`src/rtl/xbus_arb_pkg.sv`:
```
package xbus_arb_pkg;
  typedef enum logic [2:0] {
    ST_OFF    = 3'd0,
    ST_M_OWN  = 3'd1,
    ST_M_LENT = 3'd2,
    ST_S_WAIT = 3'd3,
    ST_S_ASK  = 3'd4,
    ST_S_HAVE = 3'd5,
    ST_S_DROP = 3'd6
  } arb_state_e;
endpackage

```
`src/rtl/xbus_rst_sync.sv`:
```
module xbus_rst_sync #(
  parameter int STAGES = 2
) (
  input  logic clk,
  input  logic rst_n,
  output logic rst_n_sync
);
  logic [STAGES-1:0] chain_q;

  always_ff @(posedge clk or negedge rst_n) begin
    if (!rst_n) chain_q <= '0;
    else        chain_q <= {chain_q[STAGES-2:0], 1'b1};
  end

  assign rst_n_sync = chain_q[STAGES-1];
endmodule

```
`src/rtl/xbus_sync.sv`:
```
module xbus_sync #(
  parameter int WIDTH  = 2,
  parameter int STAGES = 2,
  parameter logic RST_VAL = 1'b1
) (
  input  logic             clk,
  input  logic             rst_n,
  input  logic [WIDTH-1:0] d_i,
  output logic [WIDTH-1:0] q_o
);
  for (genvar b = 0; b < WIDTH; b++) begin : g_bit
    logic [STAGES-1:0] ff_q;
    always_ff @(posedge clk or negedge rst_n) begin
      if (!rst_n) ff_q <= {STAGES{RST_VAL}};
      else        ff_q <= {ff_q[STAGES-2:0], d_i[b]};
    end
    assign q_o[b] = ff_q[STAGES-1];
  end
endmodule

```
`src/rtl/xbus_arb_fsm.sv`:
```
module xbus_arb_fsm
  import xbus_arb_pkg::*;
(
  input  logic clk,
  input  logic rst_n,
  input  logic arb_en_i,
  input  logic slave_mode_i,
  input  logic hold_n_s,
  input  logic hlda_n_s,
  input  logic loc_req_i,
  input  logic seq_idle_i,
  output logic breq_n_o,
  output logic hlda_n_o,
  output logic hlda_oe_o,
  output logic hold_n_o,
  output logic bus_float_o,
  output logic loc_gnt_o
);
  arb_state_e state_q, state_d;

  always_comb begin
    state_d = state_q;
    unique case (state_q)
      ST_OFF: begin
        if (arb_en_i) begin
          if (!slave_mode_i)   state_d = ST_M_OWN;
          else if (seq_idle_i) state_d = ST_S_WAIT;
        end
      end
      ST_M_OWN: begin
        if (!arb_en_i)                      state_d = ST_OFF;
        else if (slave_mode_i) begin
          if (seq_idle_i)                   state_d = ST_S_WAIT;
        end
        else if (!hold_n_s && seq_idle_i)   state_d = ST_M_LENT;
      end
      ST_M_LENT: begin
        if (hold_n_s) state_d = ST_M_OWN;
      end
      ST_S_WAIT: begin
        if (!arb_en_i)         state_d = ST_OFF;
        else if (!slave_mode_i) state_d = ST_M_OWN;
        else if (loc_req_i)     state_d = ST_S_ASK;
      end
      ST_S_ASK: begin
        if (!hlda_n_s) state_d = ST_S_HAVE;
      end
      ST_S_HAVE: begin
        if (!loc_req_i && seq_idle_i) state_d = ST_S_DROP;
      end
      ST_S_DROP: begin
        if (hlda_n_s) state_d = ST_S_WAIT;
      end
      default: state_d = ST_OFF;
    endcase
  end

  always_ff @(posedge clk or negedge rst_n) begin
    if (!rst_n) state_q <= ST_OFF;
    else        state_q <= state_d;
  end

  always_comb begin
    breq_n_o    = 1'b1;
    hlda_n_o    = 1'b1;
    hlda_oe_o   = 1'b0;
    hold_n_o    = 1'b1;
    bus_float_o = 1'b0;
    loc_gnt_o   = 1'b1;
    unique case (state_q)
      ST_OFF: ;
      ST_M_OWN: hlda_oe_o = 1'b1;
      ST_M_LENT: begin
        hlda_oe_o   = 1'b1;
        hlda_n_o    = 1'b0;
        breq_n_o    = !loc_req_i;
        bus_float_o = 1'b1;
        loc_gnt_o   = 1'b0;
      end
      ST_S_WAIT, ST_S_DROP: begin
        bus_float_o = 1'b1;
        loc_gnt_o   = 1'b0;
      end
      ST_S_ASK: begin
        hold_n_o    = 1'b0;
        bus_float_o = 1'b1;
        loc_gnt_o   = 1'b0;
      end
      ST_S_HAVE: hold_n_o = 1'b0;
      default: ;
    endcase
  end
endmodule

```
`src/rtl/xbus_arbiter.sv`:
```
module xbus_arbiter #(
  parameter int SYNC_STAGES = 2,
  parameter int RST_STAGES  = 2
) (
  input  logic clk,
  input  logic rst_n,
  input  logic arb_en_i,
  input  logic slave_mode_i,
  input  logic hold_n_i,
  input  logic hlda_n_i,
  input  logic loc_req_i,
  input  logic seq_idle_i,
  output logic breq_n_o,
  output logic hlda_n_o,
  output logic hlda_oe_o,
  output logic hold_n_o,
  output logic bus_float_o,
  output logic loc_gnt_o
);
  localparam int NUM_ASYNC = 2;

  logic                 rst_n_int;
  logic [NUM_ASYNC-1:0] pins_s;

  xbus_rst_sync #(.STAGES(RST_STAGES)) u_rst (
    .clk        (clk),
    .rst_n      (rst_n),
    .rst_n_sync (rst_n_int)
  );

  xbus_sync #(.WIDTH(NUM_ASYNC), .STAGES(SYNC_STAGES), .RST_VAL(1'b1)) u_sync (
    .clk   (clk),
    .rst_n (rst_n_int),
    .d_i   ({hlda_n_i, hold_n_i}),
    .q_o   (pins_s)
  );

  xbus_arb_fsm u_fsm (
    .clk          (clk),
    .rst_n        (rst_n_int),
    .arb_en_i     (arb_en_i),
    .slave_mode_i (slave_mode_i),
    .hold_n_s     (pins_s[0]),
    .hlda_n_s     (pins_s[1]),
    .loc_req_i    (loc_req_i),
    .seq_idle_i   (seq_idle_i),
    .breq_n_o     (breq_n_o),
    .hlda_n_o     (hlda_n_o),
    .hlda_oe_o    (hlda_oe_o),
    .hold_n_o     (hold_n_o),
    .bus_float_o  (bus_float_o),
    .loc_gnt_o    (loc_gnt_o)
  );
endmodule

```
`config.mk`:
```
export PLATFORM = sky130hd
export DESIGN_NAME = xbus_arbiter
export DESIGN_NICKNAME = d
export VERILOG_FILES = /design/src/rtl/xbus_arb_pkg.sv /design/src/rtl/xbus_rst_sync.sv /design/src/rtl/xbus_sync.sv /design/src/rtl/xbus_arb_fsm.sv /design/src/rtl/xbus_arbiter.sv
export SDC_FILE = /design/constraint.sdc
export NUM_CORES = 1
export LEC_CHECK = 0
export ABC_AREA = 1
export CAP_MARGIN = 15
export CORE_UTILIZATION = 30
export CTS_CLUSTER_SIZE = 28
export DETAILED_ROUTE_END_ITERATION = 6
export GPL_ROUTABILITY_DRIVEN = 1
export HOLD_SLACK_MARGIN = 0.12
export SYNTH_ARGS = -nofsm -noshare
export SYNTH_HDL_FRONTEND = slang
export SYNTH_SLANG_ARGS = --single-unit
export TNS_END_PERCENT = 1
```
`constraint.sdc`:
```
create_clock -name clk -period 0.9 [get_ports clk]
set_input_delay 0.135 -clock clk [delete_from_list [all_inputs] [get_ports clk]]
set_output_delay 0.135 -clock clk [all_outputs]
set_load 0.01 [all_outputs]
```
==> results of run 1 <==
==> state kept, by name, indices dropped and copies added, names as in the netlist <==
name and count:
u_rst.chain_q 2, u_fsm.state_q 3, u_sync.g_bit.ff_q 4
==> metrics by stage <==
step	total power, mW	TNS, ps
3_3_place_gp	2.14	-4430
2_1_floorplan	1.29	-1180
4_1_cts	2.61	-3880
3_5_place_dp	2.15	-4560
6_report	2.67	-3890
5_1_grt	2.88	-4660
==> cell families (layout without fill, tap and decap cells) <==
logic type,Yosys count,in the layout,share of synthesized area
and+or+nand+nor,53,53,0.461
buffers and inverters,15,58,0.105
DFF,9,9,0.418
AOI/OAI and AO/OA,1,1,0.00908
other,1,1,0.00681
==> path summary, 6_finish.rpt <==
kind	startpoint	to	cells past startpoint
max	u_fsm.state_q[0]	u_fsm.state_q[1]	11
min reg2reg	u_rst.chain_q[1]	u_fsm.state_q[0]	0
min in group clk	hold_n_i	u_sync.g_bit[0].ff_q[0]	1
min	u_rst.chain_q[1]	u_fsm.state_q[0]	0
max in group asynchronous	rst_n	u_rst.chain_q[0]	2
max reg2reg	u_fsm.state_q[0]	u_fsm.state_q[1]	11
==> critical path: stages (launching register included) <==
cell	delay [ps]
dfrtp_1	410
buf_6	130
buf_6	110
inv_6	60
buf_6	110
nor2_4	40
nand2_2	50
nand2_2	50
nor2_4	120
nand2_2	90
nand2_1	60
nand2_1	50
==> layout make-up <==
cell class	count	area, um2	area share
clock buffers	3	22.5	0.0231
clock inverters	1	5.00	0.00514
inverters	14	57.6	0.0591
multi-input cells	55	298	0.306
flip-flops and latches	9	231	0.238
well taps	25	31.3	0.0321
repair buffers	40	328	0.337
==> report_power, final <==
group          switching, mW  total, mW  internal (mW)
clock network          0.141      0.304          0.164
registers             0.0709      0.559          0.488
logic                  0.864       1.80          0.940
==> placed cells by master, fill, tap and decap left out, types with 2 or more instances in the layout <==
cell type and count:
buf_2 6, clkdlybuf4s50_1 7, buf_4 20, inv_1 10, dfrtp_1 4, dfstp_2 4
nand2_2 6, buf_6 6, inv_2 3, nand3_1 11, nor2_1 3, nand2_1 20
nand4_1 4, nor2_4 4, clkbuf_4 3, nor2_2 2
==> routing by layer <==
layer | vias up | track usage | part of all wire | routed length (um)
met4 | 0 | 0.0545 | 0 | 0
met3 | 0 | 0.0240 | 0.041 | 54
met1 | 266 | 0.187 | 0.44 | 575
met5 | - | 0 | 0 | 0
li1 | 334 | - | - | -
met2 | 18 | 0.279 | 0.52 | 690
==> repair_timing <==
item	in CTS	in global routing
gates cloned	0	0
hold endpoints to repair	2	0
hold buffers	1	0
gates resized for setup	39	6
pin swaps	8	6
buffers inserted	3	0
setup endpoints to repair	9	9
==> run summary, run 1 <==
Power per Cell Area -> 2740 mW/mm2
period utilisation layout -> 1.56
synthesized area -> 551 um2
leakage power -> 0.507 nW
failing checks -> negative setup slack
Worst Hold Class -> reg -> async
gp weighted congestion -> 0.797
register area share after synthesis -> 0.418
initial antenna violation count -> 0
most numerous cell in the Yosys netlist -> nand2_1
number of global-route vias before repair -> 585
Pins Over Slew Limit -> 0
vias -> 618
RSZ-0062 raised after global routing -> yes
fin cells -> 147
row cnt -> 15
Synth Instances -> 79
CP startpoint kind -> register
post-place setup slack -> -590 ps
Final Setup Violations -> 9
synth unique cells -> 16
Avg Cell Area, Syn -> 6.97 um2
maximum buffer depth of the clock tree -> 2
Critical Path RT -> 1050 ps
R2R setup slack -> -500 ps
DR pass1 iterations -> 4
drc violations -> 0
Fmax -> 713 MHz
H-tree Lvls -> 1
clk slew on worst S/H paths -> 60 ps
core footprint -> 0.00173 mm2
die area -> 0.00201 mm2
Finished Cell Area -> 973 um2
CTS tree -> done
# fillers -> 181
Synthesized Nets -> 87
post-layout util -> 0.564
critical setup path kind -> reg -> reg
largest fanout on the critical path -> 5
clk_skew -> 3.86 ps
input/output buffers -> 13
fin nets -> 131
gr usage total -> 0.155
final wirelength -> 1320 um
dominant synthesized flop cell -> dfrtp_1
slack of the critical path -> -502 ps
Max Cap Viol -> 0
Post-synth top cells -> 22 x nand2_1, 12 x inv_1, 12 x nand3_1
min cycle time layout -> 1400 ps
n_diodes -> 0
cell taking the most area after synthesis -> dfrtp_1
placed cells -> 139
register bit total from synthesis -> 9
Avg Vias per Cell -> 4.20
number of synthesized flops with an enable pin -> 0
Sink Count -> 9
crit path DAT -> 1550 ps
HPWL Detailed -> 1040 um
Final ANT Viol Nets -> 0
status -> finished, violations left
top-area cell type share of the netlist area -> 0.227
Placed Area -> 880 um2
total congestion overflow -> 0
CTS root buf -> clkbuf_4
first-pass GRT wire length -> 2220 um
ys async rst share -> 1.00
detailed router's first-iteration violation count -> 8
Die Height -> 44.8 um
layout cells sized above 1 -> 0.484
Die W -> 44.8 um
synthesis-to-layout area growth -> 76.8%
crit end category -> register
warnings from Yosys -> 0
io pins -> 14
Starting Density -> 0.319
Avg WL per Cell -> 8.98 um
pin count of the biggest net entering global routing -> 8
worst hold slack -> 107 ps
total CTS buffers -> 3
Final Hold Fails -> 0
peak supply drop -> 1380 uV
clk_lat worst skew -> 260 ps
Area contributors post-synth -> dfrtp_1 23%, dfstp_2 19%, nand2_1 15%
Note: power is estimated with default switching activity, not from simulation.
==> run 2: changes to the inputs <==
--- a/config.mk
+++ b/config.mk
@@ -7,11 +7,15 @@
 export LEC_CHECK = 0
 export ABC_AREA = 1
 export CAP_MARGIN = 15
-export CORE_UTILIZATION = 30
+export CELL_PAD_IN_SITES_DETAIL_PLACEMENT = 0
+export CELL_PAD_IN_SITES_GLOBAL_PLACEMENT = 1
+export CORE_UTILIZATION = 29
 export CTS_CLUSTER_SIZE = 28
 export DETAILED_ROUTE_END_ITERATION = 6
 export GPL_ROUTABILITY_DRIVEN = 1
 export HOLD_SLACK_MARGIN = 0.12
+export PLACE_DENSITY_LB_ADDON = 0.1
+export SKIP_CTS_REPAIR_TIMING = 1
 export SYNTH_ARGS = -nofsm -noshare
 export SYNTH_HDL_FRONTEND = slang
 export SYNTH_SLANG_ARGS = --single-unit
==> run 2 against run 1 <==
Effect of this change:
- largest power group unchanged
- sequential share of layout area rose by 0.23 points
- core utilization fell by 0.53 points
- register-to-register slack improved by 80 ps
- sequential cell count did not move
- critical endpoint is now hold_n_o
- die area rose by 3.3%
- final cell count fell by 0.68%
- critical path depth fell by 5
- combinational power barely moved
- the flow still finishes with violations (negative setup slack)
- non-clock buffer count fell by 1
==> run summary, run 2 (synthesis gave the netlist of run 1 again) <==
CTS root buf -> clkbuf_4 (unchanged)
RSZ-0062 raised after global routing -> yes (unchanged)
Sw Ratio -> 0.406 (was 0.403)
number of global-route vias before repair -> 546 (was 585)
Starting Density -> 0.315 (was 0.319)
Final Hold Fails -> 0 (unchanged)
crit path DAT -> 1200 ps (was 1550 ps)
Max Cap Viol -> 0 (unchanged)
critical setup path kind -> reg -> out (was reg -> reg)
Die W -> 45.6 um (was 44.8 um)
input/output buffers -> 13 (unchanged)
max reg flops -> 4 (unchanged)
CP startpoint kind -> register (unchanged)
crit path cell chain -> buf_6 -> inv_4 -> nand3_1 -> nand2_1 -> inv_2 -> buf_2 (was buf_6 -> buf_6 -> inv_6 -> buf_6 -> nor2_4 -> nand2_2 -> nand2_2 -> nor2_4 -> nand2_2 -> nand2_1 -> nand2_1)
clk_lat worst skew -> 250 ps (was 260 ps)
total CTS buffers -> 3 (unchanged)
clk_skew -> 0.598 ps (was 3.86 ps)
Critical Path RT -> 760 ps (was 1050 ps)
Fmax -> 752 MHz (was 713 MHz)
crit end category -> primary output (was register)
slack of the critical path -> -430 ps (was -502 ps)
drc violations -> 0 (unchanged)
Clock Power Share -> 0.111 (was 0.114)
CTS tree -> done (unchanged)
HPWL Detailed -> 1120 um (was 1040 um)
vias -> 637 (was 618)
Net Sw Power -> 1.09 mW (was 1.08 mW)
DR pass1 iterations -> 4 (unchanged)
H-tree Lvls -> 1 (unchanged)
Sink Count -> 9 (unchanged)
final wirelength -> 1400 um (was 1320 um)
Power per Cell Area -> 2760 mW/mm2 (was 2740 mW/mm2)
peak supply drop -> 1270 uV (was 1380 uV)
Avg WL per Cell -> 9.61 um (was 8.98 um)
layout cells sized above 1 -> 0.479 (was 0.484)
first-pass GRT wire length -> 2230 um (was 2220 um)
Top reg by flops -> u_sync.g_bit.ff_q (unchanged)
Worst Hold Class -> reg -> async (unchanged)
io pins -> 14 (unchanged)
largest registers -> u_sync.g_bit.ff_q (4), u_fsm.state_q (3), u_rst.chain_q (2) (unchanged)
gr usage total -> 0.152 (was 0.155)
Final Setup Violations -> 9 (unchanged)
failing checks -> negative setup slack (unchanged)
pin count of the biggest net entering global routing -> 8 (unchanged)
initial antenna violation count -> 0 (unchanged)
maximum buffer depth of the clock tree -> 2 (unchanged)
share of total power in sequential cells -> 0.225 (was 0.210)
Largest stage delay, worst path -> 440 ps (was 410 ps)
total congestion overflow -> 0 (unchanged)
leakage power -> 0.502 nW (was 0.507 nW)
Die Height -> 45.6 um (was 44.8 um)
n_diodes -> 0 (unchanged)
period utilisation layout -> 1.48 (was 1.56)
gp weighted congestion -> 0.803 (was 0.797)
Pins Over Slew Limit -> 0 (unchanged)
Avg Vias per Cell -> 4.36 (was 4.20)
row cnt -> 15 (unchanged)
post-place setup slack -> -616 ps (was -590 ps)
core footprint -> 0.00175 mm2 (was 0.00173 mm2)
die area -> 0.00208 mm2 (was 0.00201 mm2)
R2R setup slack -> -420 ps (was -500 ps)
largest fanout on the critical path -> 4 (was 5)
most frequent cells in the layout -> 20 x nand2_1, 20 x buf_4, 11 x inv_1, 11 x nand3_1, 7 x clkdlybuf4s50_1 (was 20 x nand2_1, 20 x buf_4, 11 x nand3_1)
fin nets -> 130 (was 131)
Comb power frac -> 0.665 (was 0.676)
critical path's slowest cell -> dfrtp_2 (was dfrtp_1)
status -> finished, violations left (unchanged)
post-layout util -> 0.558 (was 0.564)
internal power -> 1.60 mW (was 1.59 mW)
clk slew on worst S/H paths -> 60 ps (about the same)
Final ANT Viol Nets -> 0 (unchanged)
detailed router's first-iteration violation count -> 7 (was 8)
synthesis-to-layout area growth -> 77.0% (was 76.8%)
min cycle time layout -> 1330 ps (was 1400 ps)
run 2: power groups by stage:
stage,logic (mW),registers [mW],clock network (mW)
3_5_place_dp,1.66,0.564,0
2_1_floorplan,0.733,0.553,0
4_1_cts,1.67,0.558,0.312
3_3_place_gp,1.66,0.556,0
5_1_grt,1.98,0.615,0.339
6_report,1.79,0.605,0.298
run 2: layer usage:
layer,up-vias,global-route usage,part of all wire
met5,-,0,0
met3,0,0.0119,0.029
met2,13,0.266,0.51
li1,333,-,-
met1,291,0.195,0.46
met4,0,0.0545,0
run 2: final cells by class:
cell class	count	area [um2]
clock buffer	4	26.3
sequential	9	234
timing repair buffer	39	317
tap	25	31.3
multi-input combinational	55	309
fill	179	771
inverter	14	57.6
run 2: critical path: cells and delay by family (launching register included):
family / cells / cell delay, ps
flip-flops: 1 / 440
AND/OR/NAND/NOR: 2 / 160
buffers and inverters: 4 / 350
run 2: path summary, 6_finish.rpt:
check	startpoint	to	cells past startpoint
min	u_rst.chain_q[1]	u_fsm.state_q[2]	0
max	u_fsm.state_q[0]	hold_n_o	6
min reg2reg	u_rst.chain_q[1]	u_fsm.state_q[2]	0
min in group clk	hlda_n_i	u_sync.g_bit[1].ff_q[0]	1
max in group asynchronous	rst_n	u_rst.chain_q[1]	2
max reg2reg	u_fsm.state_q[1]	u_fsm.state_q[1]	10
run 2: metrics by stage:
step	power [mW]	hold slack (ps)	setup TNS, ps	instance area, um2	instances
floorplan	1.29	-161	-1180	553	79
global route	2.93	128	-4400	975	146
finish	2.69	114	-3670	975	146
CTS	2.54	35.2	-6280	913	144
global placement	2.22	113	-4530	887	140
detailed placement	2.23	121	-4710	887	140
==> run 3: changes to the inputs <==
--- a/config.mk
+++ b/config.mk
@@ -6,6 +6,7 @@
 export NUM_CORES = 1
 export LEC_CHECK = 0
 export ABC_AREA = 1
+export ABC_CLOCK_PERIOD_IN_PS = 900
 export CAP_MARGIN = 15
 export CELL_PAD_IN_SITES_DETAIL_PLACEMENT = 0
 export CELL_PAD_IN_SITES_GLOBAL_PLACEMENT = 1
==> results of run 3 <==
The final DEF is identical to that of run 2; final timing and power are the same.
